**config.mk**
```make
export PLATFORM = sky130hd
export DESIGN_NAME = fwft_chain
export DESIGN_NICKNAME = d
export VERILOG_FILES = /design/src/rtl/fwft_chain_pkg.sv /design/src/rtl/fwft_stage_mem.sv /design/src/rtl/fwft_stage_ctrl.sv /design/src/rtl/fwft_stage.sv /design/src/rtl/fwft_chain.sv
export SDC_FILE = /design/constraint.sdc
export NUM_CORES = 1
export LEC_CHECK = 0
export ABC_AREA = 1
export BUFFER_PORTS_ARGS = -buffer_cell sky130_fd_sc_hd__buf_2
export CAP_MARGIN = 15
export CORE_MARGIN = 1.5
export CORE_UTILIZATION = 57
export DETAILED_ROUTE_END_ITERATION = 16
export PLACE_DENSITY = 0.87
export SYNTH_ARGS = -nofsm -noshare
export SYNTH_HDL_FRONTEND = slang
export SYNTH_HIERARCHICAL = 1
export SYNTH_SLANG_ARGS = --single-unit
```
**constraint.sdc**
```tcl
create_clock -name clk -period 2.2 [get_ports clk]
set_input_delay 0.44 -clock clk [delete_from_list [all_inputs] [get_ports clk]]
set_output_delay 0.44 -clock clk [all_outputs]
set_load 0.01 [all_outputs]
```
**src/rtl/fwft_chain_pkg.sv**
```systemverilog
package fwft_chain_pkg;

   typedef enum logic [1:0] {
      XF_IDLE = 2'b00,
      XF_PUSH = 2'b01,
      XF_POP  = 2'b10,
      XF_BOTH = 2'b11
   } xfer_e;

   function automatic bit is_pow2(input int unsigned v);
      return (v != 0) && ((v & (v - 1)) == 0);
   endfunction

endpackage

```
**src/rtl/fwft_stage_mem.sv**
```systemverilog
module fwft_stage_mem #(
   parameter int WIDTH = 16,
   parameter int DEPTH = 8,
   localparam int AW = $clog2(DEPTH)
) (
   input  logic             clk,
   input  logic             we,
   input  logic [AW-1:0]    waddr,
   input  logic [WIDTH-1:0] wdata,
   input  logic [AW-1:0]    raddr,
   output logic [WIDTH-1:0] rdata
);

   logic [WIDTH-1:0] cells [DEPTH];

   always_ff @(posedge clk) begin
      if (we) cells[waddr] <= wdata;
   end

   assign rdata = cells[raddr];

endmodule

```
**src/rtl/fwft_stage_ctrl.sv**
```systemverilog
module fwft_stage_ctrl
   import fwft_chain_pkg::*;
#(
   parameter int DEPTH = 8,
   localparam int AW = $clog2(DEPTH),
   localparam int CW = $clog2(DEPTH + 1)
) (
   input  logic          clk,
   input  logic          rst_n,
   input  logic          push_req,
   input  logic          pop_req,
   output logic          we,
   output logic [AW-1:0] wptr,
   output logic [AW-1:0] rptr,
   output logic          is_full,
   output logic          is_empty
);

   logic          push, pop;
   logic [CW-1:0] fill;
   logic [AW-1:0] wptr_nx, rptr_nx;
   xfer_e         kind;

   assign push = push_req & ~is_full;
   assign pop  = pop_req & ~is_empty;
   assign kind = xfer_e'({pop, push});
   assign we   = push;

   generate
      if (is_pow2(DEPTH)) begin : g_wrap_free
         assign wptr_nx = wptr + 1'b1;
         assign rptr_nx = rptr + 1'b1;
      end else begin : g_wrap_cmp
         assign wptr_nx = (wptr == AW'(DEPTH - 1)) ? '0 : wptr + 1'b1;
         assign rptr_nx = (rptr == AW'(DEPTH - 1)) ? '0 : rptr + 1'b1;
      end
   endgenerate

   always_ff @(posedge clk or negedge rst_n) begin
      if (!rst_n) begin
         fill <= '0;
         wptr <= '0;
         rptr <= '0;
      end else begin
         case (kind)
            XF_PUSH: begin
               fill <= fill + 1'b1;
               wptr <= wptr_nx;
            end
            XF_POP: begin
               fill <= fill - 1'b1;
               rptr <= rptr_nx;
            end
            XF_BOTH: begin
               wptr <= wptr_nx;
               rptr <= rptr_nx;
            end
            default: ;
         endcase
      end
   end

   assign is_full  = (fill == CW'(DEPTH));
   assign is_empty = (fill == '0);

endmodule

```
**src/rtl/fwft_stage.sv**
```systemverilog
module fwft_stage #(
   parameter int WIDTH = 16,
   parameter int DEPTH = 8,
   localparam int AW = $clog2(DEPTH)
) (
   input  logic             clk,
   input  logic             rst_n,
   input  logic             wr_n,
   input  logic [WIDTH-1:0] wdata,
   output logic             full,
   input  logic             rd_n,
   output logic [WIDTH-1:0] rdata,
   output logic             ready_n
);

   logic          we;
   logic [AW-1:0] wptr, rptr;

   fwft_stage_ctrl #(.DEPTH(DEPTH)) u_ctrl (
      .clk      (clk),
      .rst_n    (rst_n),
      .push_req (~wr_n),
      .pop_req  (~rd_n),
      .we       (we),
      .wptr     (wptr),
      .rptr     (rptr),
      .is_full  (full),
      .is_empty (ready_n)
   );

   fwft_stage_mem #(.WIDTH(WIDTH), .DEPTH(DEPTH)) u_mem (
      .clk   (clk),
      .we    (we),
      .waddr (wptr),
      .wdata (wdata),
      .raddr (rptr),
      .rdata (rdata)
   );

endmodule

```
**src/rtl/fwft_chain.sv**
```systemverilog
module fwft_chain #(
   parameter int WIDTH  = 16,
   parameter int DEPTH  = 8,
   parameter int STAGES = 4
) (
   input  logic             clk,
   input  logic             rst_n,
   input  logic             wr_en_n,
   input  logic [WIDTH-1:0] wr_data,
   output logic             full,
   input  logic             rd_en_n,
   output logic [WIDTH-1:0] rd_data,
   output logic             out_ready_n
);

   localparam int LAST = STAGES - 1;

   generate
      if (WIDTH < 1)  begin : g_bad_width  $error("fwft_chain: WIDTH must be at least 1");  end
      if (DEPTH < 2)  begin : g_bad_depth  $error("fwft_chain: DEPTH must be at least 2");  end
      if (STAGES < 1) begin : g_bad_stages $error("fwft_chain: STAGES must be at least 1"); end
   endgenerate

   logic [WIDTH-1:0] s_out  [STAGES];
   logic [WIDTH-1:0] s_in   [STAGES];
   logic             s_wr_n [STAGES];
   logic             s_rd_n [STAGES];
   logic             s_full [STAGES];
   logic             s_rdy_n[STAGES];

   generate
      for (genvar k = 0; k < STAGES; k++) begin : g_stage
         if (k == 0) begin : g_head
            assign s_wr_n[k] = wr_en_n;
            assign s_in[k]   = wr_data;
         end else begin : g_link
            assign s_wr_n[k] = s_rdy_n[k-1];
            assign s_in[k]   = s_out[k-1];
         end
         if (k == LAST) begin : g_tail
            assign s_rd_n[k] = rd_en_n;
         end else begin : g_pass
            assign s_rd_n[k] = s_full[k+1];
         end

         fwft_stage #(.WIDTH(WIDTH), .DEPTH(DEPTH)) u_stage (
            .clk     (clk),
            .rst_n   (rst_n),
            .wr_n    (s_wr_n[k]),
            .wdata   (s_in[k]),
            .full    (s_full[k]),
            .rd_n    (s_rd_n[k]),
            .rdata   (s_out[k]),
            .ready_n (s_rdy_n[k])
         );
      end
   endgenerate

   assign full        = s_full[0];
   assign rd_data     = s_out[LAST];
   assign out_ready_n = s_rdy_n[LAST];

endmodule

```
==> reports/metrics.cfg <==
[global_routing]
grt_first_pass_wirelength_um = 87240
grt.total_usage_pct = 24.95
antenna_found_initial = 0
gr-total-overflow = 0
grt_max_degree = 67
first_global_vias = 17780

[power_and_ir_drop]
power.leakage_uw = 0.01321
irDropWorstVdd_uv = 1240
power.density_mw_per_mm2 = 1655

[routing]
wl_per_cell_um = 17.36
vias_per_cell = 5.309
first_pass_iters = 6
drt-initial-drc-count = 2067
detail_route.wirelength_um = 56410
vias = 17250
ant_nets = 0
drc = 0

[floorplanning]
io_pins = 38
initial_core_util_pct = 58.06
die_h_um = 212.9
num_rows = 76
dieArea_sq_mm = 0.04534
fp.dieW_um = 212.9
core_sq_mm = 0.04327

[sta]
slew_violations = 0
min_period_ns = 2.411
hold_viol_final = 0
rsz0062_at_grt = true
setup_slack_ns = -0.2110
fin_setup_tns_ns = -2.396
fin_skew_ns = 0.02570
setup_viol = 16
period_share_pct = 109.6
relSlewSlack_pct = 41.75
fmaxAchievable_mhz = 414.8
tightest_slew_ns = 0.8737

[critical_path]
path_buf_inv = 3
cp_common_cell = nand2_1
cp.depth = 8
setup.worst_path.start = g_stage[3].u_stage/u_ctrl/rptr[0]$_DFFE_PN0P_
cp.arrival_ns = 1.97
critPathLaunchType = flip-flop
slowest_stage = dfrtp_2
cp.required_ns = 1.76
crit_chain = inv_8 > buf_12 > nand2_2 > nand3_1 > nand2_1 > nand2_1 > nand2_1 > buf_6
cp_max_fo = 23
end_kind = output pin
crit_type = flip-flop to output pin
r2r.worst_path.cells = 13
rr_startpoint = g_stage[3].u_stage/u_ctrl/fill[0]$_DFFE_PN0P_
worst_path_largest_cell_delay_ns = 0.51
critPathTopFamily = flip-flops

[placed_design]
dp.cells = 3139
io_buffers = 37
hpwlAfterDp_um = 31310
place.gp.congestion = 0.7839

[synthesis]
synth.cell_area_sq_mm = 0.02512
avgSynthCellArea_sq_um = 9.874
ys_types = 24
async_flop_share_pct = 7.246
synth_seq_cells = 552
ys_top_cells_by_area = edfxtp_1 61%, nand2_1 14%, inv_1 8.6%
synth-edff-count = 512
synth.yosys.warnings = 6
synth_top_area_share_pct = 61.21
yosys_most_used_dff = edfxtp_1
yosysTopAreaCell = edfxtp_1
syn-instance-count = 2544
seq_area_frac_synth_pct = 65.19
synth_nets = 2592

[outcome]
outcome = finished with violations
violations = setup timing

[clock_tree]
cts_buffers = 52
clk_pin_slew_worst_paths_ns = 0.06
cts_tree = built
clkLatencyLatePin_ns = 0.61
cts_root_buf = clkbuf_16
clockBufferDepth = 3
h-tree-depth = 2
cts.sinks = 552

[finish]
mostFrequentLayoutCells = 871 x nand2_1, 575 x inv_1, 512 x edfxtp_1, 245 x nand3_1, 58 x buf_4
antenna-diode-count = 0
instances_no_fill = 3249
fin_nets = 2669
layout_commonest_cell = nand2_1
area_growth_pct = 12.33
layout-drive-gt1-share_pct = 11.71

[hold_path]
hold_path_class = input port to flip-flop
worstHoldPathCells = 1
holdCritStartpoint = wr_data[2]

[job]
max_cap_viol_count = 0

## report_power, final
part / switching (uW) / leakage [uW] / internal [uW]
sequential: 1250 / 0.00516 / 17400
combinational: 13400 / 0.00722 / 5900
clock: 3840 / 0.000827 / 4970
## final cells by class
type,instances,area [sq um]
tap,585,732.0
clock inverter,34,297.8
multi-input combinational,1316,6161
timing repair buffer,115,1049
fill,2835,15050
inverter,584,2200
clock buffer,63,1384
sequential,552,16390
## cells in the mapped netlist (8+ instances only)
master	n
dfrtp_1	40
buf_4	16
inv_1	576
ha_1	24
nand2_2	8
nor2_1	44
nand3_1	264
buf_6	28
inv_2	8
buf_2	48
edfxtp_1	512
xnor2_1	16
o21ai_0	12
nand2_1	908
## cell families after synthesis
group | synth area share, %
AND/OR/NAND/NOR | 20.42
flip-flops | 65.19
multiplexers | 0.1793
buffers and inverters | 11.42
AO/OA/AOI/OAI | 0.3188
adder cells (fa/ha/maj) | 1.514
XOR/XNOR | 0.9563
## worst paths after layout
kind | to | slack [ns]
setup / recovery | rd_data[7] | -0.21
hold / removal | g_stage[0].u_stage/u_mem/cells[5][2]$_DFFE_PP_ | 0.09
max in group asynchronous | g_stage[0].u_stage/u_ctrl/rptr[0]$_DFFE_PN0P_ | 1.03
setup reg to reg | g_stage[2].u_stage/u_ctrl/fill[3]$_DFFE_PN0P_ | 0.03
hold reg to reg | g_stage[3].u_stage/u_ctrl/fill[2]$_DFFE_PN0P_ | 0.55
min in group asynchronous | g_stage[2].u_stage/u_ctrl/wptr[2]$_DFFE_PN0P_ | 0.55
## flip-flops by register name, summed over array words and instances (netlist names)
register / flops
g_stage.u_stage/u_ctrl/fill: 16
g_stage.u_stage/u_ctrl/rptr: 12
g_stage.u_stage/u_ctrl/wptr: 12
g_stage.u_stage/u_mem/cells: 512
## through the flow
stage,utilization (%),total power [uW],setup WS (ns),hold WS (ns),cell area (sq um)
2_1_floorplan,-,30760,0.1144,0.1444,25120
3_3_place_gp,59.96,34570,0.05031,0.5327,25940
3_5_place_dp,59.96,35920,-0.01591,0.5522,25940
4_1_cts,64.66,45750,-0.1417,0.06188,27980
5_1_grt,65.21,49350,-0.2456,0.07270,28220
6_report,65.21,46710,-0.2110,0.09045,28220
## layer usage
layer  global-route usage [%]  vias up  wire (um)
li1                         -     8022          -
met1                    27.63     8114      19530
met2                    46.55      913      30650
met3                    4.015      201       4202
met4                    11.81        0       2023
met5                        0        -          0
## worst reg2reg max path, cell delays in order, from the launching register on
cell and delay (ns):
dfrtp_2 0.45, nor2_2 0.14, nand3_2 0.11, inv_1 0.11, inv_1 0.06, inv_1 0.07
nor2_2 0.06, ha_4 0.19, ha_1 0.32, or2_2 0.30, nand2_1 0.08, nand2_1 0.05
nand3_1 0.07, nand2_1 0.06
## what timing repair did
item | 4_1_cts | 5_1_grt
endpoints found under the hold margin | 36 | 0
buffers inserted | 4 | 3
cloned | 5 | 0
hold buffers | 1 | 0
pin swaps | 20 | 29
resized for setup | 54 | 56
setup endpoints to repair | 17 | 25
Note: power is estimated with default switching activity, not from simulation.
